==> src/rtl/sdr_trk_pkg.sv <==
package sdr_trk_pkg;

    typedef enum logic [2:0] {
        CMD_INH,
        CMD_NOP,
        CMD_ACT,
        CMD_RD,
        CMD_WR,
        CMD_BST,
        CMD_PRE,
        CMD_OTHER
    } sdr_cmd_e;

    // control-line decode
    function automatic sdr_cmd_e decode_cmd(input logic cs_n, input logic ras_n,
                                            input logic cas_n, input logic we_n);
        sdr_cmd_e c;
        if (cs_n) begin
            c = CMD_INH;
        end else begin
            case ({ras_n, cas_n, we_n})
                3'b111:  c = CMD_NOP;
                3'b011:  c = CMD_ACT;
                3'b101:  c = CMD_RD;
                3'b100:  c = CMD_WR;
                3'b110:  c = CMD_BST;
                3'b010:  c = CMD_PRE;
                default: c = CMD_OTHER;
            endcase
        end
        return c;
    endfunction

endpackage

==> src/rtl/sdr_bank_slot.sv <==
module sdr_bank_slot #(
    parameter int TRP = 3
) (
    input  logic clk,
    input  logic rst,
    input  logic open_req,
    input  logic close_req,
    output logic is_open,
    output logic ready
);
    localparam int CW = (TRP < 2) ? 1 : $clog2(TRP);
    localparam logic [CW-1:0] RELOAD = CW'(TRP - 1);

    typedef struct packed {
        logic          open;
        logic [CW-1:0] cnt;
    } slot_t;

    slot_t slot_d, slot_q;

    always_comb begin
        slot_d = slot_q;
        if (slot_q.cnt != '0) begin
            slot_d.cnt = slot_q.cnt - 1'b1;
        end
        if (close_req) begin
            slot_d.open = 1'b0;
            slot_d.cnt  = RELOAD;
        end else if (open_req) begin
            slot_d.open = 1'b1;
        end
    end

    always_ff @(posedge clk) begin
        if (rst) begin
            slot_q <= '0;
        end else begin
            slot_q <= slot_d;
        end
    end

    assign is_open = slot_q.open;
    assign ready   = (slot_q.cnt == '0);
endmodule

==> src/rtl/sdr_pd_monitor.sv <==
module sdr_pd_monitor #(
    parameter int PD_LIMIT = 6400000
) (
    input  logic clk,
    input  logic rst,
    input  logic enter_req,
    input  logic cke,
    input  logic any_open,
    output logic pd_on,
    output logic pd_kind,
    output logic overlong
);
    localparam int CW = $clog2(PD_LIMIT + 2);
    localparam logic [CW-1:0] LIM = CW'(PD_LIMIT);

    typedef struct packed {
        logic          on;
        logic          kind;
        logic          over;
        logic [CW-1:0] cnt;
    } pd_t;

    pd_t pd_d, pd_q;

    always_comb begin
        pd_d = pd_q;
        if (!pd_q.on) begin
            if (enter_req) begin
                pd_d.on   = 1'b1;
                pd_d.kind = any_open;
                pd_d.cnt  = CW'(1);
            end
        end else if (cke) begin
            pd_d = '0;
        end else begin
            if (pd_q.cnt <= LIM) begin
                pd_d.cnt = pd_q.cnt + 1'b1;
            end
        end
        pd_d.over = pd_d.on && (pd_d.cnt > LIM);
    end

    always_ff @(posedge clk) begin
        if (rst) begin
            pd_q <= '0;
        end else begin
            pd_q <= pd_d;
        end
    end

    assign pd_on    = pd_q.on;
    assign pd_kind  = pd_q.kind;
    assign overlong = pd_q.over;
endmodule

==> src/rtl/sdr_wr_burst.sv <==
module sdr_wr_burst
    import sdr_trk_pkg::*;
#(
    parameter int BURST_LEN = 4
) (
    input  logic     clk,
    input  logic     rst,
    input  sdr_cmd_e cmd,
    input  logic     start,
    input  logic     dqm,
    output logic     commit,
    output logic     busy
);
    localparam int RW = $clog2(BURST_LEN + 1);
    localparam logic [RW-1:0] FIRST_REM = RW'(BURST_LEN - 1);

    typedef struct packed {
        logic          commit;
        logic [RW-1:0] rem;
    } wb_t;

    wb_t wb_d, wb_q;

    always_comb begin
        wb_d        = wb_q;
        wb_d.commit = 1'b0;
        if (start) begin
            wb_d.commit = !dqm;
            wb_d.rem    = FIRST_REM;
        end else if (wb_q.rem != '0) begin
            if (cmd == CMD_NOP || cmd == CMD_INH) begin
                wb_d.commit = !dqm;
                wb_d.rem    = wb_q.rem - 1'b1;
            end else begin
                wb_d.rem = '0;
            end
        end
    end

    always_ff @(posedge clk) begin
        if (rst) begin
            wb_q <= '0;
        end else begin
            wb_q <= wb_d;
        end
    end

    assign commit = wb_q.commit;
    assign busy   = (wb_q.rem != '0);
endmodule

==> src/rtl/sdr_bank_tracker.sv <==
module sdr_bank_tracker
    import sdr_trk_pkg::*;
#(
    parameter int TRP        = 3,
    parameter int BURST_LEN  = 4,
    parameter int CLK_MHZ    = 100,
    parameter int REFRESH_US = 64000
) (
    input  logic       clk,
    input  logic       rst,
    input  logic       cs_n,
    input  logic       ras_n,
    input  logic       cas_n,
    input  logic       we_n,
    input  logic       cke,
    input  logic       a10,
    input  logic [1:0] ba,
    input  logic       dqm,
    output logic [3:0] bank_open,
    output logic       pd_on,
    output logic       pd_active_kind,
    output logic       wr_commit,
    output logic       err_idle_access,
    output logic       err_early_act,
    output logic       err_pd_overlong
);
    localparam int NB       = 4;
    localparam int PD_LIMIT = CLK_MHZ * REFRESH_US;

    typedef struct packed {
        logic idle;
        logic early;
    } err_t;

    sdr_cmd_e cmd_raw, cmd;
    logic [NB-1:0] ready, open_req, close_req;
    logic          wr_start, wr_busy, pd_enter;
    err_t          err_d, err_q;

    assign cmd_raw = decode_cmd(cs_n, ras_n, cas_n, we_n);
    assign cmd     = pd_on ? CMD_INH : cmd_raw;

    for (genvar i = 0; i < NB; i++) begin : g_bank
        logic hit;
        assign hit          = (ba == i[1:0]);
        assign open_req[i]  = (cmd == CMD_ACT) && hit && ready[i] && !bank_open[i];
        assign close_req[i] = (cmd == CMD_PRE) && (a10 || hit);

        sdr_bank_slot #(.TRP(TRP)) u_slot (
            .clk      (clk),
            .rst      (rst),
            .open_req (open_req[i]),
            .close_req(close_req[i]),
            .is_open  (bank_open[i]),
            .ready    (ready[i])
        );
    end

    assign wr_start = (cmd == CMD_WR) && bank_open[ba];
    assign pd_enter = !pd_on && !cke && !wr_busy
                      && (cmd_raw == CMD_NOP || cmd_raw == CMD_INH);

    always_comb begin
        err_d       = '0;
        err_d.idle  = (cmd == CMD_RD || cmd == CMD_WR) && !bank_open[ba];
        err_d.early = (cmd == CMD_ACT) && !ready[ba];
    end

    always_ff @(posedge clk) begin
        if (rst) begin
            err_q <= '0;
        end else begin
            err_q <= err_d;
        end
    end

    sdr_wr_burst #(.BURST_LEN(BURST_LEN)) u_wr (
        .clk   (clk),
        .rst   (rst),
        .cmd   (cmd),
        .start (wr_start),
        .dqm   (dqm),
        .commit(wr_commit),
        .busy  (wr_busy)
    );

    sdr_pd_monitor #(.PD_LIMIT(PD_LIMIT)) u_pd (
        .clk      (clk),
        .rst      (rst),
        .enter_req(pd_enter),
        .cke      (cke),
        .any_open (|bank_open),
        .pd_on    (pd_on),
        .pd_kind  (pd_active_kind),
        .overlong (err_pd_overlong)
    );

    assign err_idle_access = err_q.idle;
    assign err_early_act   = err_q.early;
endmodule

==> config.mk <==
export PLATFORM = sky130hd
export DESIGN_NAME = sdr_bank_tracker
export DESIGN_NICKNAME = d
export VERILOG_FILES = /design/src/rtl/sdr_trk_pkg.sv /design/src/rtl/sdr_bank_slot.sv /design/src/rtl/sdr_pd_monitor.sv /design/src/rtl/sdr_wr_burst.sv /design/src/rtl/sdr_bank_tracker.sv
export SDC_FILE = /design/constraint.sdc
export NUM_CORES = 1
export LEC_CHECK = 0
export CORE_AREA = 2 2 84 86
export CTS_BUF_LIST = sky130_fd_sc_hd__clkbuf_4 sky130_fd_sc_hd__clkbuf_8
export CTS_CLUSTER_SIZE = 25
export DETAILED_ROUTE_END_ITERATION = 8
export DIE_AREA = 0 0 86 88
export DONT_BUFFER_PORTS = 1
export GPL_TIMING_DRIVEN = 0
export MAX_ROUTING_LAYER = met4
export PLACE_DENSITY = 0.5
export SLEW_MARGIN = 20
export SYNTH_ARGS = -nofsm -noshare
export SYNTH_HDL_FRONTEND = slang
export SYNTH_SLANG_ARGS = --single-unit
==> constraint.sdc <==
create_clock -name clk -period 4.41 [get_ports clk]
set_input_delay 1.323 -clock clk [delete_from_list [all_inputs] [get_ports clk]]
set_output_delay 1.323 -clock clk [all_outputs]
set_load 0.02 [all_outputs]
### After elaboration in Yosys (flattened, before gate mapping)

Cells that the tools add are included.
Widths: inputs -> output; s select.

* $lt $le $gt $ge: 3
* muxes and demuxes: 26
* equality and inequality tests: 16
* reductions and logical operators: 65
* add/subtract/negate cells: 6

Operators with widths (number)
* $mux 23: 4
* $add 23x1->23 const B: 1
* $gt 23x23->1 const B: 1
* $le 23x23->1 const B: 1
* $logic_and 1x1->1: 23
* $mux 2: 10
* $reduce_bool 2->1: 10
* $eq 3x3->1 const B: 6
* $pmux 3 s6: 1
* $eq 3x2->1 const B: 4
* $mux 3: 4
* $logic_not 1->1: 10
* $logic_not 2->1: 5
* $reduce_or 2->1: 5
* $mux 4: 2
* $sub 2x1->2 const B: 4
* $logic_or 1x1->1: 7
* $eq 3x1->1 const B: 2
* $logic_not 3->1: 2
* $bmux 1 s2: 2
* $eq 2x2->1 const B: 2
* $reduce_or 4->1: 1
* $lt 2x3->1 const B: 1
* $mux 1: 3
* other kinds (5): 5

* word-level logic and storage cells: 137
* register bits after elaboration: 44
* input port bits: 11
* output and inout bits: 10

### Logic depth before layout (Yosys ltp)

Gate-level depths: netlist of run 1.

* depth in word-level cells: 10
* mapped depth: 12
* mapped depth without buffers: 11

### By module

Synthesis of run 1 repeated with hierarchy kept, for this count alone.

* cell total of the unflattened synthesis: 333
* area, all modules: 2706.3 sq um

By module, submodules not included
* sdr_pd_monitor: area an instance 1786.7 sq um, instances 1, cells each 236, seq. area each 520.5 sq um
* sdr_bank_slot: area an instance 96.3 sq um, instances 4, cells each 9, seq. area each 60.1 sq um
* sdr_bank_tracker: area an instance 344.1 sq um, instances 1, cells each 39, seq. area each 40.0 sq um
* sdr_wr_burst: area an instance 190.2 sq um, instances 1, cells each 22, seq. area each 80.1 sq um

### Worst setup path before layout of run 1

OpenSTA, ideal clock, no wires.

* path type: input to register
* from: input port cke
* to: register u_pd.pd_q (netlist bit u_pd.overlong)
* setup slack: 1.298 ns
* required time: 4.294 ns
* stages: 10
* data arrival time: 2.995 ns
* path buffers: 2
* setup time: 0.116 ns
* path through: clkbuf_1 inv_1 nand2_1 clkbuf_1 o21ai_0 a32oi_1 inv_1 nor4_2 a31oi_1 o211a_1

* word-level cells in the longest chain between the ends: 8
* elaborated cells on any way between the ends: 12
* those cells by class: order compare: 1; mux: 6; reduce/logical: 5

RTL lines
* start, declared: line sdr_bank_tracker.sv:15 `input logic cke,`
* $logic_not 1->1: line sdr_bank_tracker.sv:60 `assign pd_enter = !pd_on && !cke && !wr_busy`
* $logic_and 1x1->1 (2 in series): line sdr_bank_tracker.sv:60
* $logic_and 1x1->1: line sdr_bank_tracker.sv:61 `&& (cmd_raw == CMD_NOP || cmd_raw == CMD_INH);`
* $mux 23: line sdr_pd_monitor.sv:28 `if (enter_req) begin`
* $mux 23: line sdr_pd_monitor.sv:27 `if (!pd_q.on) begin`
* $gt 23x23->1: line sdr_pd_monitor.sv:40 `pd_d.over = pd_d.on && (pd_d.cnt > LIM);`
* $logic_and 1x1->1 *: line sdr_pd_monitor.sv:40
* end signal, assigned: line sdr_pd_monitor.sv:47 `pd_q <= pd_d;`
* end, declared: line sdr_pd_monitor.sv:23 `pd_t pd_d, pd_q;`

Mark *: on every way between the ends. The rest lies on a longest branch, timed or not. The select of a mux whose other input is x is not followed.
A chain may end at the register's enable or synchronous reset.

### Worst setup path in the final report of run 1

Ends and elaborated chain as after synthesis.

==> impl_results.md, run 1 <==
- Setup ws final: 883.3 ps
- Max-Cap Viols: 0
- Fin util: 41.94%
- Clock Latency Late Sink: 310 ps
- Most used DFF post-synth: dfxtp_1
- Remaining global-route overflow: 0
- Sequential element share of the synthesized area: about 34%
- Cells resized by post-CTS repair: 0
- Tightest Pin Transition: 659.3 ps
- TritonCTS Buffers: 5
- Hold Fails Final Rpt: 0
- HP Class: reg -> reg
- Worst Skew: 11.43 ps
- Pleak: 0.0009883 uW
- Share of the synthesized area in the top cell type: approximately a third
- Vias in the first global route: 2227
- Critical Path Sink Type: flip-flop
- # clock sinks: 44
- Root buf cell: clkbuf_8
- FMAX: 0.2836 GHz
- Avg Inst Size Synth: between 7 and 8 um2
- Top Ports: 21
- Antenna-violating nets left: 0
- Share of layout cells above drive strength 1: 8.850%
- Final worst path period share: between 70% and 80%
- Initial antenna violation count: 0
- Largest net degree at the start of global routing: 16
- Core ar.: 6644 um2
- Half-perimeter wire length after placement: 5019 um
- Crit path time final: ~3500 ps
- Vertical die dimension: about 88 um
- FF+latch count, synth: 44
- Async S/R FF share, synth: 0%
- Cell Rows: 30
- Number of flops mapped to enable cells by yosys: 0
- Synth area leaders: dfxtp_1, nor2_1, a21oi_1
- Yosys top cell by area: dfxtp_1
- Final setup fails: 0
- Top-count cell post-synth: dfxtp_1
- Worst-case clock buffer depth: 2
- CP required: 4620 ps
- Synthesis-to-finish area growth: 8.370%
- Via Count: around 2400
- Antenna diodes: 0
- Synthesized instance count: about 330
- Gr usage total: between 20% and 30%
- WL/cell: 16.74 um
- Pwr per Cell Area: 336.4 nW/um2
- Pre-CTS WS: 592.2 ps
- Die ar.: 7568 um2
- Mapped cell area: 2571 um2
- First DRT Iteration DRCs: 178
- TNS Setup: 0 ps
- Reg area: 880.8 um2
- Relative slew slack: 56.05%
- PortBufs: 0
- Fillcell total: 704
- Critical Path AT: 3730 ps
- Post-CTS Setup Bufs: 0
- CP Max Fanout: 10
- CP startpoint kind: input port
- Final Max Tran Viols: 0
- Remaining DRCs: 0
- Status: finished clean
- First-pass iteration count of the detailed router: 4
- Via/cell ratio: 5.749
- Post-Syn Nets: between 300 and 400
- Routed WL: 7012 um
- GPL Wtd Cong: around 0.95
- H-tree Lvls: 2
- Final total power: 937.3 uW
- Initial Util: 38.70%
- Nets: 353
- Synth unique cells: 57
- WHS: roughly 450 ps
- Multi-input logic area: 1499 um2
- Peak supply drop: between 0.1 and 0.15 mV
- Die Width: around 86 um
- Number of hold buffers added after cts: 0
- CTS tree: yes
- CP Class: in -> reg
- Most common library cells after synthesis: dfxtp_1, nor2_1, a21oi_1, nand2_1, o21ai_0
- Global-route wire length before repair: between 10000 and 15000 um
- Synth warn: 0
- Reg clk slew, reported paths: 90 ps
- RSZ-0062 raised after global routing: false
-- power by group --
group	total (uW)	switching, uW	internal [uW]
Clock	330	159	171
Sequential	428	17.1	411
Combinational	179	120	58.8
Total	937	296	641
-- critical path, cell delays in order --
cell and delay (ps):
clkbuf_1 280, inv_1 100, nand2_1 250, clkbuf_1 440
o21ai_0 170, a32oi_1 250, inv_1 80, nor4_2 380
a31oi_1 200, o211a_1 250
-- cell families after synthesis --
group / synth area share, %
flip-flops: 34.26
multiplexers: 1.654
XOR/XNOR: 0.3407
adder cells (fa/ha/maj): 1.947
AND/OR/NAND/NOR: 30.80
buffers and inverters: 7.445
AO/OA/AOI/OAI: 23.55
-- stage by stage --
stage                     area, um2  std cells
after CTS                      2786        419
after floorplan                2571        331
final                          2786        419
after detailed placement       2671        411
after global placement         2671        411
after global routing           2786        419
-- registers in the layout, indices dropped and copies added (netlist names) --
signal	cells
u_pd.pd_kind	1
u_wr.commit	1
g_bank.u_slot.slot_q	8
err_idle_access	1
g_bank.u_slot.is_open	4
u_pd.pd_on	1
u_pd.overlong	1
u_pd.pd_q	23
err_early_act	1
u_wr.wb_q	3
-- path summary, 6_finish.rpt --
check / to / cells after the start / slack (ps) / startpoint
worst min register to register: g_bank[2].u_slot.slot_q[0] / 1 / 450 / g_bank[2].u_slot.slot_q[0]
worst max-delay path: u_pd.overlong / 10 / 880 / cke
worst min-delay path: g_bank[2].u_slot.slot_q[0] / 1 / 450 / g_bank[2].u_slot.slot_q[0]
worst max register to register: u_pd.overlong / 12 / 1250 / u_pd.pd_q[0]
-- final cells by class --
cell class,instances,area share [%]
Clock inverter,3,1.661
Multi-Input combinational cell,249,53.79
Inverter,12,1.617
Tap cell,80,3.592
Clock buffer,5,2.470
Buffer,26,5.254
Sequential cell,44,31.61
-- placed cells by master, fill, tap and decap left out, drive strengths merged, types with 2 or more instances in the layout --
master,Yosys,routed
o21ai,23,23
o211ai,2,2
and2,5,5
inv,12,13
o31ai,2,2
nor4b,10,10
nor3b,5,5
nand4,7,7
a21oi,29,29
and3,6,6
dfxtp,44,44
nor3,10,10
a31oi,9,9
nand2,28,28
nor4,7,7
a22oi,2,2
clkbuf,13,18
a221oi,2,2
nor2b,9,9
nor2,40,40
a211oi,9,9
buf,13,13
mux2i,2,2
ha,4,4
nand3b,2,2
nand3,12,12
o21a,3,3
-- layer usage --
| metal | up-vias | GRT usage (%) | wire length, um | share of wire, % |
|---|---|---|---|---|
| li1 | 1222 | - | - | - |
| met1 | 1133 | 28.20 | 3520 | 50 |
| met2 | 47 | 30.37 | 3077 | 44 |
| met3 | 7 | 3.205 | 316 | 4.5 |
| met4 | 0 | 5.483 | 97 | 1.4 |
| met5 | - | - | 0 | 0 |
Power figures use the tool's default switching activity.
==> run 2, diff against run 1 <==
--- a/config.mk
+++ b/config.mk
@@ -13,7 +13,7 @@
 export DONT_BUFFER_PORTS = 1
 export GPL_TIMING_DRIVEN = 0
 export MAX_ROUTING_LAYER = met4
-export PLACE_DENSITY = 0.5
+export PLACE_DENSITY = 0.52
 export SLEW_MARGIN = 20
 export SYNTH_ARGS = -nofsm -noshare
 export SYNTH_HDL_FRONTEND = slang
==> constraint.sdc (replaced) <==
create_clock -name clk -period 2.95 [get_ports clk]
set_input_delay 0.885 -clock clk [delete_from_list [all_inputs] [get_ports clk]]
set_output_delay 0.885 -clock clk [all_outputs]
set_load 0.02 [all_outputs]
==> impl_results.md, run 2 (synthesis results as in run 1) <==
- Antenna diodes: 0 (unchanged)
- Gr usage total: 19.80% (-0.44 points)
- Initial Util: 38.70% (unchanged)
- Max-Cap Viols: 0 (unchanged)
- DP Area: 2671 um2 (unchanged)
- Relative slew slack: 55.00% (-1.0 points)
- Antenna-violating nets left: 0 (unchanged)
- Via/cell ratio: 5.884 (+2.3%)
- Crit path time final: 2760 ps
- Final worst path period share: 93.57%
- WHS: 454.8 ps (+0.07200 ps)
- Vertical die dimension: 88 um (unchanged)
- Critical Path AT: 2960 ps (-770 ps)
- Reg clk slew, reported paths: 90 ps (about the same)
- Fillcell total: 674 (-4.3%)
- Max reg flops: 23 (unchanged)
- Top Ports: 21 (unchanged)
- Fin util: 44.12% (+2.2 points)
- PortBufs: 0 (unchanged)
- Hold Fails Final Rpt: 0 (unchanged)
- Routed WL: 7089 um (+1.1%)
- Most frequent cells in the layout: dfxtp_1, nor2_1, a21oi_1
- Final instance area: 2932 um2 (+5.2%)
- Die Width: 86 um (unchanged)
- TNS Setup: 0 ps (unchanged)
- Critical Path Sink Type: flip-flop
- Synthesis-to-finish area growth: 14.01%
- Worst-case clock buffer depth: 2 (unchanged)
- Core ar.: 6644 um2 (unchanged)
- HP Class: reg -> reg
- CP required: 3150 ps (-1470 ps)
- Half-perimeter wire length after placement: 4946 um (-1.5%)
- CP startpoint kind: flip-flop
- Root buf cell: clkbuf_8
- Slowest cell delay on critical path: 330 ps (-110 ps)
- Setup ws final: 189.6 ps (-693.7 ps)
- Share of layout cells above drive strength 1: 14.29% (+5.4 points)
- Remaining global-route overflow: 0 (unchanged)
- Initial antenna violation count: 0 (unchanged)
- Largest net degree at the start of global routing: 15 (-1)
- CTS tree: yes
- Remaining DRCs: 0 (unchanged)
- CP max stage cell: dfxtp_1
- First DRT Iteration DRCs: 201 (+13%)
- Pwr per Cell Area: 487.0 nW/um2 (+45%)
- Most frequent CP cell: ha_1
- Nets: 357 (+1.1%)
- FMAX: 0.3623 GHz
- # clock sinks: 44 (unchanged)
- CP Max Fanout: 10 (unchanged)
- First-pass iteration count of the detailed router: 5 (+1)
- Commonest non-fill, non-tap cell in the layout: dfxtp_1
- Pleak: 0.001051 uW (+6.4%)
- H-tree Lvls: 2 (unchanged)
- Final Max Tran Viols: 0 (unchanged)
- Top reg by flops: u_pd.pd_q
- Final setup fails: 0 (unchanged)
- Via Count: 2489 (+3.3%)
- Clock Latency Late Sink: 300 ps (about the same)
- Vias in the first global route: 2213 (-0.63%)
- Status: finished clean
- Pre-CTS WS: -408.9 ps (-1001 ps)
- Global-route wire length before repair: 11360 um (-2.3%)
- GPL Wtd Cong: 0.8920 (-5.8%)
- TritonCTS Buffers: 5 (unchanged)
- Peak supply drop: 0.1555 mV (+35%)
- CP Class: reg -> reg
- Cell Rows: 30 (unchanged)
- Crit-path cells: inv_1 -> ha_1 -> ha_1 -> nand2_1 -> o21bai_1 -> clkbuf_4 -> o21ai_0 -> a21oi_1 -> o2111ai_2 -> nor4_4 -> a31oi_2 -> o211a_1
- Tightest Pin Transition: 675.0 ps (+15.66 ps)
- Worst Skew: 8.027 ps (-3.404 ps)
- Die ar.: 7568 um2 (unchanged)
- WL/cell: 16.76 um (+0.14%)
[run 2: changes by cell type in the layout (fill, tap and decap cells not counted), sizes merged]
cell	change
buf	+3
clkbuf	+1
clkdlybuf4s15	+1
clkinv	+1
clkinvlp	-1
inv	-1
[run 2: worst max-delay path: cells and delay by family (launching register included)]
kind,cells,cell delay (ps)
AND/OR/NAND/NOR,2,360
flip-flops,1,330
AO/OA/AOI/OAI,6,1220
buffers and inverters,2,330
adder cells (fa/ha/maj),2,430
[run 2: layout make-up]
class	instances	area (um2)	share of cell area [%]
inverter	12	45.04	1.536
sequential	44	880.8	30.05
clock buffer	6	82.58	2.817
timing repair buffer	4	33.78	1.152
clock inverter	2	38.79	1.323
multi-input combinational	249	1592	54.29
tap	80	100.1	3.414
buffer	26	158.9	5.420
[run 2: stage by stage]
step / std cells / total power, uW
floorplan: 331 / 845.2
global placement: 411 / 919.8
detailed placement: 411 / 919.6
CTS: 422 / 1432
global route: 423 / 1496
finish: 423 / 1428
[run 2: routing by layer]
layer | wire, um | global-route usage, % | up-vias
li1 | - | - | 1230
met4 | 125 | 6.205 | 0
met3 | 326 | 3.770 | 12
met5 | 0 | - | -
met2 | 3028 | 28.68 | 70
met1 | 3609 | 27.73 | 1177
[run 2: final timing paths]
path | from | end | slack (ps) | cells past startpoint
worst min register to register | g_bank[0].u_slot.slot_q[0] | g_bank[0].u_slot.slot_q[0] | 450 | 1
worst min-delay path | g_bank[0].u_slot.slot_q[0] | g_bank[0].u_slot.slot_q[0] | 450 | 1
worst max-delay path | u_wr.wb_q[0] | u_pd.overlong | 190 | 12
worst max register to register | u_wr.wb_q[0] | u_pd.overlong | 190 | 12
[run 2: repair_timing]
action / in CTS / in global routing
endpoints found under the setup margin: 1 / 1
setup buffers: 3 / 0
gates resized for setup: 11 / 15
gates cloned: 0 / 1
pin swaps: 5 / 2
hold buffers: 0 / 0
[run 2: report_power, final]
group | switching (uW) | leakage, uW | internal (uW)
logic | 186 | 0.000635 | 104
clock network | 220 | 0.0000614 | 277
registers | 25.6 | 0.000355 | 615
==> run 3, diff against run 2 <==
--- a/config.mk
+++ b/config.mk
@@ -5,15 +5,16 @@
 export SDC_FILE = /design/constraint.sdc
 export NUM_CORES = 1
 export LEC_CHECK = 0
-export CORE_AREA = 2 2 84 86
+export ABC_AREA = 1
+export CORE_AREA = 2 2 88 90
 export CTS_BUF_LIST = sky130_fd_sc_hd__clkbuf_4 sky130_fd_sc_hd__clkbuf_8
 export CTS_CLUSTER_SIZE = 25
 export DETAILED_ROUTE_END_ITERATION = 8
-export DIE_AREA = 0 0 86 88
+export DIE_AREA = 0 0 90 92
 export DONT_BUFFER_PORTS = 1
 export GPL_TIMING_DRIVEN = 0
 export MAX_ROUTING_LAYER = met4
-export PLACE_DENSITY = 0.52
+export PLACE_DENSITY = 0.66
 export SLEW_MARGIN = 20
 export SYNTH_ARGS = -nofsm -noshare
 export SYNTH_HDL_FRONTEND = slang
==> impl_results.md, run 3 <==
- WHS: 448.0 ps (-6.805 ps)
- Avg Inst Size Synth: 6.005 um2 (-23%)
- Antenna diodes: 0 (unchanged)
- Initial Util: 38.63% (-0.075 points)
- Post-Syn Nets: 494 (+43%)
- Pleak: 0.001341 uW (+28%)
- Remaining global-route overflow: 0 (unchanged)
- Half-perimeter wire length after placement: 6049 um (+22%)
- Max reg flops: 23 (unchanged)
- Async S/R FF share, synth: 0% (unchanged)
- Routed WL: 7955 um (+12%)
- Peak supply drop: 0.2034 mV (+31%)
- WL/cell: 13.51 um (-19%)
- P_int: 959.3 uW (-3.7%)
- # clock sinks: 44 (unchanged)
- Inst Count DP: 581 (+41%)
- Antenna-violating nets left: 0 (unchanged)
- Worst-case clock buffer depth: 2 (unchanged)
- Most frequent cells in the layout: nand2_1, nor2_1, nand3_1
- Vias in the first global route: 2758 (+25%)
- Gr usage total: 20.53% (+0.74 points)
- Pwr per Cell Area: 452.3 nW/um2 (-7.1%)
- First-pass iteration count of the detailed router: 5 (unchanged)
- Switching Fraction: 32.00% (+1.8 points)
- Clock Latency Late Sink: 320 ps (+20 ps)
- Filler-free cell count of the finished design: 589 (+39%)
- Status: finished clean
- TritonCTS Buffers: 5 (unchanged)
- Core ar.: 7447 um2 (+12%)
- Synthesis-to-finish area growth: 8.438%
- Synth unique cells: 36 (-37%)
- Final worst path period share: 83.67% (-9.9 points)
- Die ar.: 8280 um2 (+9.4%)
- HP Class: reg -> reg
- TNS Setup: 0 ps (unchanged)
- Root buf cell: clkbuf_8
- Synth area leaders: dfxtp_1, nand2_1, nor2_1
- Share of the synthesized area in the top cell type: 30.62% (-3.6 points)
- Cell Rows: 32 (+6.7%)
- Final setup fails: 0 (unchanged)
- Synth warn: 0 (unchanged)
- Cells resized by post-CTS repair: 0 (-11)
- Post-CTS Setup Bufs: 0 (-3)
- Most common library cells after synthesis: nand2_1, nor2_1, nand3_1
- Top reg by flops: u_pd.pd_q
- Vertical die dimension: 92 um (+4.5%)
- Remaining DRCs: 0 (unchanged)
- Critical Path Sink Type: flip-flop
- Number of flops mapped to enable cells by yosys: 0 (unchanged)
- Top-count cell post-synth: nand2_1
- Sequential element share of the synthesized area: 30.62% (-3.6 points)
- H-tree Lvls: 2 (unchanged)
- Switch Pwr: 451.6 uW (+4.6%)
- CP startpoint kind: flip-flop
- CP required: 3170 ps (+20 ps)
- Worst Skew: 12.07 ps (+4.043 ps)
- PortBufs: 0 (unchanged)
- Relative slew slack: 60.33% (+5.3 points)
- Hold Fails Final Rpt: 0 (unchanged)
- Crit path time final: 2468 ps (-292.1 ps)
- First DRT Iteration DRCs: 334 (+66%)
- Final Max Tran Viols: 0 (unchanged)
- RSZ-0062 raised after global routing: false
- Synthesized instance count: 479 (+45%)
- Largest net degree at the start of global routing: 16 (+1)
- Nets: 501 (+40%)
- CP Max Fanout: 8 (-2)
- Combinational power share: 18.8% (-1.5 points)
- Die Width: 90 um (+4.7%)
- GPL Wtd Cong: 0.9490 (+6.4%)
- CP Class: reg -> reg
- Commonest non-fill, non-tap cell in the layout: nand2_1
- FF+latch count, synth: 44 (unchanged)
- Fin util: 41.89% (-2.2 points)
- CTS tree: yes
- Most used DFF post-synth: dfxtp_1
- Global-route wire length before repair: 13380 um (+18%)
- Critical Path AT: 2690 ps (-270 ps)
- Reg clk slew, reported paths: 100 ps (about the same)
- Reg power frac: 46.1% (+1.2 points)
- Mapped cell area: 2877 um2 (+12%)
- Top Ports: 21 (unchanged)
- Max-Cap Viols: 0 (unchanged)
- Initial antenna violation count: 0 (unchanged)
- Yosys top cell by area: dfxtp_1
- Number of hold buffers added after cts: 0 (unchanged)
- FMAX: 0.4051 GHz (+12%)
- Share of layout cells above drive strength 1: 8.214% (-6.1 points)
- Via Count: 3007 (+21%)
- Proportion of power drawn by the clock network: 35.1% (+0.2 points)
- Via/cell ratio: 5.105 (-13%)
- Tightest Pin Transition: 595.1 ps (-79.88 ps)
==> run 3: changes by cell type after synthesis, moves of 6 or more <==
cell | previous run | this run
a31oi_1 | 9 | 1
clkbuf_1 | 13 | 4
inv_1 | 12 | 46
inv_2 | 0 | 6
nand2_1 | 28 | 151
nand3_1 | 12 | 47
nor2_1 | 40 | 82
nor2b_1 | 9 | 0
nor4b_1 | 8 | 0
o21ai_0 | 22 | 9
==> run 3: final cells by class <==
class                      instances  area [um2]
clock buffer                       5       68.82
clock inverter                     3       46.29
buffer                            14       97.59
tap                              102       127.6
multi-input combinational        369        1703
sequential                        44       880.8
inverter                          52       195.2
fill                             821        4328
==> run 3: path summary, 6_finish.rpt <==
path,startpoint,endpoint,slack (ps),depth (start not counted)
max,u_pd.pd_q[0],u_pd.overlong,480,14
min,g_bank[0].u_slot.slot_q[0],g_bank[0].u_slot.slot_q[0],450,1
max reg2reg,u_pd.pd_q[0],u_pd.overlong,480,14
min reg2reg,g_bank[0].u_slot.slot_q[0],g_bank[0].u_slot.slot_q[0],450,1
==> run 3: metrics by stage <==
stage	setup slack, ps	power (uW)	instance area (um2)
2_1_floorplan	811.0	854.7	2877
3_3_place_gp	295.7	920.4	3004
3_5_place_dp	310.9	927.6	3004
4_1_cts	487.4	1419	3119
5_1_grt	255.5	1483	3119
6_report	481.7	1411	3119
==> run 3: logic make-up (layout without fill, tap and decap cells) <==
group / count (synthesis) / after routing / share of synthesized area [%]
AND/OR/NAND/NOR: 315 / 315 / 47.37
buffers and inverters: 66 / 74 / 10.18
AO/OA/AOI/OAI: 49 / 49 / 9.787
flip-flops: 44 / 44 / 30.62
adder cells (fa/ha/maj): 4 / 4 / 1.740
XOR/XNOR: 1 / 1 / 0.3045
==> run 3: power by group through the flow <==
| stage | clock network (uW) | registers (uW) | logic, uW |
|---|---|---|---|
| after floorplan | 0 | 657 | 198 |
| after global placement | 0 | 663 | 258 |
| after detailed placement | 0 | 664 | 264 |
| after CTS | 505 | 650 | 264 |
| after global routing | 530 | 653 | 300 |
| final | 496 | 650 | 265 |
==> run 3: worst max-delay path, stage by stage, from the launching register on <==
cell	delay, ps
dfxtp_1	500
ha_1	330
nand3_1	210
nor2_4	190
nand2_1	140
nor3_4	250
nand4_1	130
nand3_1	100
nand2_1	50
inv_1	60
nand2_1	80
nor2_1	120
nand2_1	60
nor2_1	100
nor2_1	50
==> run 3: layer usage <==
metal	track usage, %	share of wire [%]	vias up	wire (um)
met3	2.876	6.0	10	478
li1	-	-	1544	-
met5	-	0	-	0
met1	25.92	45	1352	3547
met4	6.667	2.3	0	181
met2	34.15	47	101	3748
